==> config.mk <==
export PLATFORM = sky130hd
export DESIGN_NAME = srx_tagged_rx
export DESIGN_NICKNAME = d
export VERILOG_FILES = /design/src/rtl/srx_pkg.sv /design/src/rtl/srx_tick_gen.sv /design/src/rtl/srx_bit_engine.sv /design/src/rtl/srx_fifo.sv /design/src/rtl/srx_events.sv /design/src/rtl/srx_tagged_rx.sv
export SDC_FILE = /design/constraint.sdc
export NUM_CORES = 1
export LEC_CHECK = 0
export ABC_AREA = 1
export BUFFER_PORTS_ARGS = -buffer_cell sky130_fd_sc_hd__buf_4
export CAP_MARGIN = 30
export CORE_ASPECT_RATIO = 0.9
export CORE_MARGIN = 5
export CORE_UTILIZATION = 40
export CTS_CLUSTER_DIAMETER = 100
export DETAILED_ROUTE_END_ITERATION = 7
export HOLD_SLACK_MARGIN = 0.08
export PLACE_DENSITY = 0.62
export SYNTH_ARGS = -nofsm -noshare
export SYNTH_HDL_FRONTEND = slang
export SYNTH_HIERARCHICAL = 1
export SYNTH_SLANG_ARGS = --single-unit
==> constraint.sdc <==
create_clock -name clk -period 4.5 [get_ports clk]
set_input_delay 0.225 -clock clk [delete_from_list [all_inputs] [get_ports clk]]
set_output_delay 0.225 -clock clk [all_outputs]
set_load 0.05 [all_outputs]
==> src/rtl/srx_pkg.sv <==
package srx_pkg;
  localparam int unsigned OVS        = 14;
  localparam int unsigned DATA_BITS  = 8;
  localparam int unsigned FRAME_BITS = 10;

  typedef struct packed {
    logic                 brk;
    logic                 fe;
    logic [DATA_BITS-1:0] data;
  } srx_entry_t;

  typedef enum logic [2:0] {
    S_IDLE, S_START, S_DATA, S_STOP, S_HOLD
  } srx_state_t;

  function automatic int unsigned trig_threshold(input logic [2:0] code);
    case (code)
      3'd0:    return 1;
      3'd1:    return 4;
      3'd2:    return 8;
      3'd3:    return 16;
      3'd4:    return 32;
      default: return 48;
    endcase
  endfunction

  function automatic int unsigned tmo_chars(input logic [1:0] code);
    case (code)
      2'd1:    return 4;
      2'd2:    return 8;
      2'd3:    return 16;
      default: return 0;
    endcase
  endfunction
endpackage

==> src/rtl/srx_tick_gen.sv <==
module srx_tick_gen #(
  parameter int RATE_W = 8
) (
  input  logic              clk,
  input  logic              rst_n,
  input  logic [RATE_W-1:0] rate_div,
  output logic              tick
);
  logic [RATE_W-1:0] cnt_q;

  assign tick = (cnt_q >= rate_div);

  always_ff @(posedge clk or negedge rst_n) begin
    if (!rst_n)    cnt_q <= '0;
    else if (tick) cnt_q <= '0;
    else           cnt_q <= cnt_q + 1'b1;
  end
endmodule

==> src/rtl/srx_bit_engine.sv <==
module srx_bit_engine
  import srx_pkg::*;
#(
  parameter int SYNC_STAGES = 2
) (
  input  logic       clk,
  input  logic       rst_n,
  input  logic       tick,
  input  logic       rxd,
  output logic       push,
  output srx_entry_t push_entry,
  output logic       busy
);
  localparam int SUB_W = $clog2(OVS);
  localparam int IDX_W = $clog2(DATA_BITS);
  localparam logic [SUB_W-1:0] START_CHK = SUB_W'(OVS / 2 - 1);
  localparam logic [SUB_W-1:0] BIT_END   = SUB_W'(OVS - 1);
  localparam logic [IDX_W-1:0] LAST_BIT  = IDX_W'(DATA_BITS - 1);

  logic [SYNC_STAGES-1:0] sync_q;
  logic                   rx_s;
  srx_state_t             state_q;
  logic [SUB_W-1:0]       sub_q;
  logic [IDX_W-1:0]       idx_q;
  logic [DATA_BITS-1:0]   shift_q;

  assign rx_s = sync_q[SYNC_STAGES-1];
  assign busy = (state_q != S_IDLE);

  always_ff @(posedge clk or negedge rst_n) begin
    if (!rst_n) sync_q <= '1;
    else        sync_q <= {sync_q[SYNC_STAGES-2:0], rxd};
  end

  always_ff @(posedge clk or negedge rst_n) begin
    if (!rst_n) begin
      state_q    <= S_IDLE;
      sub_q      <= '0;
      idx_q      <= '0;
      shift_q    <= '0;
      push       <= 1'b0;
      push_entry <= '0;
    end else begin
      push <= 1'b0;
      case (state_q)
        S_IDLE: begin
          if (tick && !rx_s) begin
            state_q <= S_START;
            sub_q   <= '0;
          end
        end
        S_START: begin
          if (tick) begin
            if (sub_q == START_CHK) begin
              sub_q   <= '0;
              idx_q   <= '0;
              state_q <= rx_s ? S_IDLE : S_DATA;
            end else begin
              sub_q <= sub_q + 1'b1;
            end
          end
        end
        S_DATA: begin
          if (tick) begin
            if (sub_q == BIT_END) begin
              sub_q   <= '0;
              shift_q <= {rx_s, shift_q[DATA_BITS-1:1]};
              if (idx_q == LAST_BIT) state_q <= S_STOP;
              else                   idx_q   <= idx_q + 1'b1;
            end else begin
              sub_q <= sub_q + 1'b1;
            end
          end
        end
        S_STOP: begin
          if (tick) begin
            if (sub_q == BIT_END) begin
              sub_q           <= '0;
              push            <= 1'b1;
              push_entry.data <= shift_q;
              push_entry.fe   <= !rx_s;
              push_entry.brk  <= !rx_s && (shift_q == '0);
              state_q         <= rx_s ? S_IDLE : S_HOLD;
            end else begin
              sub_q <= sub_q + 1'b1;
            end
          end
        end
        S_HOLD: begin
          if (rx_s) state_q <= S_IDLE;
        end
        default: state_q <= S_IDLE;
      endcase
    end
  end
endmodule

==> src/rtl/srx_fifo.sv <==
module srx_fifo
  import srx_pkg::*;
#(
  parameter int DEPTH = 64,
  parameter int CNT_W = $clog2(DEPTH + 1)
) (
  input  logic             clk,
  input  logic             rst_n,
  input  logic             push,
  input  srx_entry_t       push_entry,
  input  logic             pop,
  output srx_entry_t       head,
  output logic [CNT_W-1:0] count,
  output logic             overrun
);
  localparam int AW = (DEPTH > 1) ? $clog2(DEPTH) : 1;
  localparam logic [AW-1:0]    LAST_IDX = AW'(DEPTH - 1);
  localparam logic [CNT_W-1:0] FULL_CNT = CNT_W'(DEPTH);

  srx_entry_t    mem_q [DEPTH];
  logic [AW-1:0] wr_q, rd_q;
  logic          push_ok, pop_ok;

  assign push_ok = push && (count != FULL_CNT);
  assign pop_ok  = pop && (count != '0);
  assign overrun = push && (count == FULL_CNT);
  assign head    = mem_q[rd_q];

  always_ff @(posedge clk) begin
    if (push_ok) mem_q[wr_q] <= push_entry;
  end

  always_ff @(posedge clk or negedge rst_n) begin
    if (!rst_n) begin
      wr_q  <= '0;
      rd_q  <= '0;
      count <= '0;
    end else begin
      if (push_ok) wr_q <= (wr_q == LAST_IDX) ? '0 : wr_q + 1'b1;
      if (pop_ok)  rd_q <= (rd_q == LAST_IDX) ? '0 : rd_q + 1'b1;
      case ({push_ok, pop_ok})
        2'b10:   count <= count + 1'b1;
        2'b01:   count <= count - 1'b1;
        default: count <= count;
      endcase
    end
  end
endmodule

==> src/rtl/srx_events.sv <==
module srx_events
  import srx_pkg::*;
#(
  parameter int CNT_W = 7,
  parameter int TMO_W = $clog2(16 * OVS * FRAME_BITS + 1)
) (
  input  logic             clk,
  input  logic             rst_n,
  input  logic             tick,
  input  logic             busy,
  input  logic             push,
  input  logic [CNT_W-1:0] count,
  input  logic [2:0]       trig_sel,
  input  logic [1:0]       tmo_sel,
  output logic             trig,
  output logic             tmo
);
  localparam logic [TMO_W-1:0] IDLE_MAX = '1;

  logic [TMO_W-1:0] idle_q;
  logic [TMO_W-1:0] limit;
  logic [CNT_W-1:0] thresh;

  assign thresh = CNT_W'(trig_threshold(trig_sel));
  assign limit  = TMO_W'(tmo_chars(tmo_sel) * OVS * FRAME_BITS);
  assign trig   = (count >= thresh);
  assign tmo    = (tmo_sel != 2'd0) && (count != '0) && (idle_q >= limit);

  always_ff @(posedge clk or negedge rst_n) begin
    if (!rst_n)                             idle_q <= '0;
    else if (busy || push)                  idle_q <= '0;
    else if (tick && (idle_q != IDLE_MAX))  idle_q <= idle_q + 1'b1;
  end
endmodule

==> src/rtl/srx_tagged_rx.sv <==
module srx_tagged_rx
  import srx_pkg::*;
#(
  parameter int DEPTH       = 64,
  parameter int RATE_W      = 8,
  parameter int LEVEL_W     = 8,
  parameter int SYNC_STAGES = 2
) (
  input  logic               clk,
  input  logic               rst_n,
  input  logic               rxd,
  input  logic [RATE_W-1:0]  rate_div,
  input  logic [2:0]         trig_sel,
  input  logic [1:0]         tmo_sel,
  output logic               out_valid,
  input  logic               out_ready,
  output logic [10:0]        out_word,
  output logic [LEVEL_W-1:0] rx_level,
  output logic               trig_evt,
  output logic               tmo_evt,
  output logic               fe_evt,
  output logic               brk_evt,
  output logic               ovr_evt
);
  localparam int CNT_W = $clog2(DEPTH + 1);

  logic             tick, busy, push;
  srx_entry_t       push_entry, head;
  logic [CNT_W-1:0] count;

  srx_tick_gen #(.RATE_W(RATE_W)) u_tick (
    .clk(clk), .rst_n(rst_n), .rate_div(rate_div), .tick(tick)
  );

  srx_bit_engine #(.SYNC_STAGES(SYNC_STAGES)) u_engine (
    .clk(clk), .rst_n(rst_n), .tick(tick), .rxd(rxd),
    .push(push), .push_entry(push_entry), .busy(busy)
  );

  srx_fifo #(.DEPTH(DEPTH), .CNT_W(CNT_W)) u_fifo (
    .clk(clk), .rst_n(rst_n), .push(push), .push_entry(push_entry),
    .pop(out_ready), .head(head), .count(count), .overrun(ovr_evt)
  );

  srx_events #(.CNT_W(CNT_W)) u_events (
    .clk(clk), .rst_n(rst_n), .tick(tick), .busy(busy), .push(push),
    .count(count), .trig_sel(trig_sel), .tmo_sel(tmo_sel),
    .trig(trig_evt), .tmo(tmo_evt)
  );

  assign out_valid = (count != '0);
  assign out_word  = out_valid ? {head.brk, head.fe, 1'b0, head.data}
                               : 11'h100;
  assign rx_level  = LEVEL_W'(count);
  assign fe_evt    = push && push_entry.fe;
  assign brk_evt   = push && push_entry.brk;
endmodule

==> flow_summary.yaml, run 1 <==
status:
  status: "finished clean"
sta:
  tns_ps: 0
  rsz0062_at_grt: "false"
  period_share_pct: 91.3
  slew_violations: 0
  fmax_mhz: 243
  finalHoldViolations: 0
  fin_crit_ps: 4110
  max_slew_margin_pct: 29.9
  tightest_slew_ps: 1050
  fin_skew_ps: 44.2
  setup_viol: 0
setup_path:
  critical_path.startpoint: "u_fifo/rd_q[0]$_DFFE_PN0P_"
  crit_top_cell: "nand2_1"
  arrival_ps: 3880
  worstPathCellList: "inv_8 -> buf_12 -> nand2_1 -> nand2_1 -> nand2_1 -> nand3_1 -> nand3_1 -> nand2_1 -> nand2_1 -> nand2_1 -> inv_1 -> nand2_1 -> inv_1 -> nor2_1 -> buf_4"
  path_class: "flop to primary output"
  slowest_stage: "dfrtp_4"
  required_ps: 4280
  worstSetupStartpointType: "flop"
  crit_fanout: 126
  max_stage_delay_ps: 710
  worst_setup_path_end_kind: "primary output"
  r2r-start: "u_fifo/count[1]$_DFFE_PN0P_"
routing:
  via_count: 21793
  wl_mm: 80.2
  first_pass_iters: 6
  drtIter0Drc: 2155
  wl_per_cell_microns: 18.4
  vias_per_cell: 4.99
  ant_nets: 0
  drc_errors: 0
final_layout:
  drive_above_1_share_pct: 8.63
  final_common_cell: "nand2_1"
  most-common-layout-cells: "nand2_1 (974), edfxtp_1 (640), inv_1 (394), nand3_1 (355), nor2_1 (325)"
  fill_cells: 7533
  finalNetCount: 3315
  area_growth_pct: 11.5
  diodes: 0
power_and_ir_drop:
  p_total_mw: 20.0
  p_int_mw: 12.5
  pwr-share-comb_pct: 31.8
  p_seq_share_pct: 37.7
  peakVddDrop_mv: 0.414
  pwr-share-clk_pct: 30.5
  sw_frac_of_total_pct: 37.5
  leakage_nw: 14.8
  p_per_area_nw_per_um2: 555
  p_sw_mw: 7.49
logic_synthesis:
  synthDistinctLibCells: 44
  syn_area_per_cell_sq_um: 9.98
  ys.flop_type: "edfxtp_1"
  syn_inst: 3230
  synth.cell_area_sq_um: 32200
  ys_warn_count: 6
  synth-seq-cells: 710
  async_reset_ff_share_pct: 9.86
  syn-num-nets: 3289
  ys_seq_area_share_pct: 65.1
  synth_edf_count: 640
global_route:
  first_global_vias: 20468
  grt_max_degree: 167
  grt_pass1_wl_mm: 122
  antenna_found_initial: 0
  grtUsageMet1_pct: 27.1
  grt-ovfl-total: 0
  use_met3_pct: 3.53
  gr-usage-met2_pct: 28.0
  busiest_layer: "met2"
  grt_usage_pct: 18.2
clock_network:
  clk_pin_slew_ps: 60
  clockRootBuffer: "clkbuf_16"
  postCtsSetupRepairBufs: 0
  cts.repair.resized: 0
  cts_max_level: 3
  numCtsBuffers: 74
  worstSkewPairLatency_ps: 630
  cts.path.max_buffers: 3
  cts_num_sinks: 710
  tritoncts: "built"
floorplan:
  coreArea_sq_um: 79700
  row_count: 98
  die_y_microns: 279
  initial_core_util_pct: 40.4
  die_width_microns: 309
  die_area_sq_um: 86400
  boundaryPins: 42
min_path:
  hold_class: "input pin to asynchronous set/reset pin"
run:
  maxCapViolations: 0
place:
  routabilityCongestion: 0.864
  place.port_buffers: 40
  hpwl_mm: 47.3
## per-stage QoR
stage,utilization (%),cell area (sq um),worst slack [ps],hold slack [ps],instances
after floorplan,-,32200,1730,-70.6,3230
after global placement,41.7,33300,1140,349,4205
after detailed placement,41.9,33400,1170,180,4215
after CTS,45.0,35800,469,142,4354
after global routing,45.1,35900,168,158,4365
final,45.1,35900,393,172,4365
## worst max-delay path: cells and delay by family, from the launching register on
| kind | cells | cell delay (ps) |
|---|---|---|
| buffers and inverters | 5 | 1330 |
| DFF | 1 | 710 |
| and+or+nand+nor | 10 | 930 |
## power by group through the flow
stage | Combinational, mW | Sequential [mW] | Clock (mW)
final | 6.35 | 7.53 | 6.08
after global routing | 6.93 | 7.56 | 6.49
after CTS | 6.30 | 7.53 | 6.21
after detailed placement | 6.27 | 7.66 | 0
after global placement | 6.25 | 7.66 | 0
after floorplan | 4.50 | 7.59 | 0
## cells by family (layout without fill, tap and decap cells)
family | after synthesis | after routing | share of synthesized area (%)
AND/OR/NAND/NOR | 1723 | 1723 | 22.3
flip-flops | 710 | 710 | 65.1
buffers and inverters | 557 | 642 | 7.55
AO/OA/AOI/OAI | 180 | 180 | 2.97
adder cells (fa/ha/maj) | 42 | 42 | 1.65
XOR/XNOR | 17 | 17 | 0.462
other | 1 | 1 | 0.0116
## final cells by class
cell class	count	area [sq um]	share of cell area, %
Sequential cell	710	21000	58.4
Timing Repair Buffer	91	823	2.29
Clock inverter	44	452	1.26
Clock buffer	91	1960	5.45
Inverter	416	1580	4.39
Tap cell	1050	1310	3.66
Multi-Input combinational cell	1963	8820	24.5
## registers in the layout, summed over array words and instances (netlist names)
register             cells
u_engine/shift_q         8
u_tick/cnt_q             8
u_engine/state_q         3
u_engine/sync_q          2
u_fifo/wr_q              6
u_engine/push_entry     10
u_fifo/rd_q              6
u_fifo/mem_q           640
u_engine/push            1
u_fifo/count             7
u_engine/idx_q           3
u_events/idle_q         12
u_engine/sub_q           4
## final timing paths
kind,end,slack [ps],cells after the start
worst min register to register,u_engine/sync_q[1]$_DFF_PN1_,360,0
worst max register to register,u_fifo/count[6]$_DFFE_PN0P_,1370,12
worst max-delay path,out_word[10],390,15
worst min-delay path,u_fifo/count[3]$_DFFE_PN0P_,170,3
max in group asynchronous,u_engine/push_entry[5]$_DFFE_PN0P_,4050,3
min in group clk,u_engine/sync_q[0]$_DFF_PN1_,260,2
## metal layers
| layer | vias up | routed length [microns] |
|---|---|---|
| li1 | 10583 | - |
| met1 | 10357 | 36300 |
| met2 | 735 | 35900 |
| met3 | 118 | 6500 |
| met4 | 0 | 1480 |
| met5 | - | 0 |
## cells in the mapped netlist (2+ instances only)
cell type	n	area [sq um]
a21o_1	2	15.0
a21oi_1	34	170
a21oi_2	2	17.5
and3_1	2	12.5
buf_1	10	37.5
buf_2	48	240
buf_4	37	278
buf_6	18	203
clkbuf_1	27	101
dfrtp_1	68	1700
dfstp_2	2	52.6
edfxtp_1	640	19200
ha_1	41	513
inv_1	394	1480
inv_2	20	75.1
nand2_1	974	3660
nand2_2	11	68.8
nand2_4	2	22.5
nand3_1	355	1780
nand3_2	5	50.1
nand3b_1	2	15.0
nand4_1	16	100
nor2_1	325	1220
nor2_2	5	31.3
nor2_4	7	78.8
nor3_1	5	25.0
o21ai_0	118	591
o21ai_1	11	55.1
o21ai_2	9	78.8
o21bai_1	2	15.0
or2_2	10	62.6
xnor2_1	5	43.8
xor2_1	12	105
## timing repair
action | 4_1_cts | 5_1_grt
endpoints found under the setup margin | 0 | 0
hold buffers | 4 | 0
hold endpoints to repair | 72 | 0
Power figures use the tool's default switching activity.
==> inputs of run 2 (changes only) <==
--- a/config.mk
+++ b/config.mk
@@ -5,7 +5,6 @@
 export SDC_FILE = /design/constraint.sdc
 export NUM_CORES = 1
 export LEC_CHECK = 0
-export ABC_AREA = 1
 export BUFFER_PORTS_ARGS = -buffer_cell sky130_fd_sc_hd__buf_4
 export CAP_MARGIN = 30
 export CORE_ASPECT_RATIO = 0.9
@@ -19,3 +18,4 @@
 export SYNTH_HDL_FRONTEND = slang
 export SYNTH_HIERARCHICAL = 1
 export SYNTH_SLANG_ARGS = --single-unit
+export TNS_END_PERCENT = 100
==> constraint.sdc (replaced) <==
create_clock -name clk -period 5.2 [get_ports clk]
set_input_delay 0.26 -clock clk [delete_from_list [all_inputs] [get_ports clk]]
set_output_delay 0.26 -clock clk [all_outputs]
set_load 0.05 [all_outputs]
==> flow_summary.yaml, run 2 <==
clock_network:
  cts.path.max_buffers: 3
  clk_pin_slew_ps: 60
  cts_num_sinks: 710
  tritoncts: "built"
  worstSkewPairLatency_ps: 620
  clockRootBuffer: "clkbuf_16"
  numCtsBuffers: 73
  cts_max_level: 3
  postCtsSetupRepairBufs: 0
setup_path:
  max_stage_delay_ps: 940
  arrival_ps: 4560
  crit_family: "compound AO/OA/AOI/OAI gates"
  worstPathCellList: "clkinv_1 -> nand3_1 -> o22ai_1 -> a211oi_1 -> a32o_1 -> a21boi_0 -> buf_4"
  cp_num_buf_inv: 2
  path_class: "flop to primary output"
  crit_fanout: 20
  worst_setup_path_end_kind: "primary output"
  worstRegToRegCells: 11
  required_ps: 4940
  reg2reg_slack_ps: 1480
  worstSetupStartpointType: "flop"
  slowest_stage: "dfrtp_1"
  path_depth: 7
global_route:
  grt_pass1_wl_mm: 99.5
  grt_usage_pct: 16.9
  grt-ovfl-total: 0
  antenna_found_initial: 2
  grt_max_degree: 71
  first_global_vias: 15243
min_path:
  hold_depth: 6
  hold_class: "input pin to flop"
routing:
  via_count: 15048
  drc_errors: 0
  wl_met2_mm: 30.2
  wl_mm: 65.9
  first_pass_iters: 6
  met3WireLength_mm: 6.14
  wl_per_cell_microns: 24.7
  ant_nets: 0
  dr.max_layer_used: "met5"
  wl_met1_mm: 28.3
  drtIter0Drc: 1421
  vias_per_cell: 5.63
final_layout:
  final_common_cell: "edfxtp_1"
  instances_no_fill: 2674
  largest_registers: "u_fifo/mem_q: 640 flops, u_events/idle_q: 12 flops, u_engine/push_entry: 10 flops"
  most-common-layout-cells: "edfxtp_1 (640), mux4_2 (151), nor2_1 (100), buf_4 (91), clkbuf_16 (76)"
  top_register: "u_fifo/mem_q"
  postLayoutCoreUtil_pct: 46.3
  drive_above_1_share_pct: 24.8
  diodes: 0
  largest_reg_flops: 640
  area_growth_pct: 14.3
  finalNetCount: 1727
  design_area_sq_um: 33200
sta:
  max_slew_margin_pct: 29.9
  postLayoutSetupSlackWorst_ps: 376
  holdWs_ps: 211
  period_share_pct: 92.8
  tns_ps: 0
  tightest_slew_ps: 1050
  fmax_mhz: 207
  fin_crit_ps: 4820
  rsz0062_at_grt: "false"
  setup_viol: 0
  fin_skew_ps: 30.9
  slew_violations: 0
  finalHoldViolations: 0
logic_synthesis:
  syn_area_per_cell_sq_um: 18.6
  synth.cell_area_sq_um: 29100
  ys_seq_area_share_pct: 72.1
  synthTopCellsByArea: "edfxtp_1 (66%), mux4_2 (12%), dfrtp_1 (5.8%)"
  synth-seq-cells: 710
  async_reset_ff_share_pct: 9.86
  yosysMostFrequentCell: "edfxtp_1"
  synth_top_area_share_pct: 66.1
  ys.flop_type: "edfxtp_1"
  syn_inst: 1567
  synthDistinctLibCells: 90
  syn-num-nets: 1626
  synth_top_area_cell: "edfxtp_1"
  synth_edf_count: 640
  ys_warn_count: 6
  synth.cells.most_frequent: "edfxtp_1 (640), mux4_2 (151), nor2_1 (101), dfrtp_1 (68), nand2_1 (63)"
place:
  hpwl_mm: 41.0
  pre_cts_ws_ps: 1230
  placedCellCount: 2528
  place.port_buffers: 40
  routabilityCongestion: 0.830
  postPlaceCellArea_sq_um: 30700
power_and_ir_drop:
  peakVddDrop_mv: 0.358
  leakage_nw: 10.2
  p_total_mw: 15.4
  p_per_area_nw_per_um2: 464
floorplan:
  initial_core_util_pct: 40.5
  die_width_microns: 294
  row_count: 93
  boundaryPins: 42
  coreArea_sq_um: 71800
  die_y_microns: 266
  die_area_sq_um: 78200
run:
  maxCapViolations: 0
status:
  status: "finished clean"
==> run 2: cell types whose count changed after synthesis, moves of 33 or more <==
cell     delta
a22oi_1    +37
buf_2      -33
inv_1     -355
mux2i_1    +34
mux4_2    +151
nand2_1   -911
nand3_1   -323
nor2_1    -224
o21ai_0    -99
==> run 2: worst min-delay path: stages <==
cell and delay [ps]:
buf_4 110, inv_1 50, a31oi_1 40, buf_4 170
nand2_1 90, xnor2_1 60
==> run 2: path summary, 6_finish.rpt <==
path,from,to
worst min-delay path,out_ready,u_fifo/rd_q[2]$_DFFE_PN0P_
worst max register to register,u_fifo/count[4]$_DFFE_PN0P_,u_fifo/count[6]$_DFFE_PN0P_
worst min register to register,u_engine/sync_q[0]$_DFF_PN1_,u_engine/sync_q[1]$_DFF_PN1_
worst max-delay path,u_fifo/rd_q[4]$_DFFE_PN0P_,out_word[10]
min in group asynchronous,rst_n,u_fifo/count[1]$_DFFE_PN0P_
max in group asynchronous,rst_n,u_fifo/rd_q[0]$_DFFE_PN0P_
==> run 2: area by class of cell <==
| cell class | count | area, sq um |
|---|---|---|
| timing repair buffer | 107 | 978 |
| clock buffer | 90 | 1980 |
| tap | 950 | 1190 |
| sequential | 710 | 21000 |
| fill | 5995 | 38500 |
| inverter | 40 | 150 |
| clock inverter | 41 | 422 |
| multi-input combinational | 736 | 7530 |
==> run 2: cells by family after synthesis <==
logic type	count (synthesis)	synth area share (%)
AND/OR/NAND/NOR	281	4.95
flip-flops	710	72.1
multiplexers	206	13.7
other	1	0.0129
adder cells (fa/ha/maj)	42	1.83
buffers and inverters	121	2.06
XOR/XNOR	17	0.512
AO/OA/AOI/OAI	189	4.83
==> run 2: layer usage <==
metal,vias to the layer above,GRT usage (%)
met5,-,0
met4,4,4.05
met3,91,5.81
met2,542,25.5
met1,7864,23.9
li1,6547,-
==> run 2: what timing repair did <==
action	in CTS	in global routing
hold endpoints to repair	69	4
hold buffers	2	1
resized for setup	0	0
setup endpoints to repair	0	0
==> run 2: where the power goes <==
| group | total [mW] | switching, mW | internal, mW |
|---|---|---|---|
| Combinational | 3.60 | 2.19 | 1.41 |
| Clock | 5.21 | 2.14 | 3.07 |
| Sequential | 6.60 | 0.372 | 6.23 |
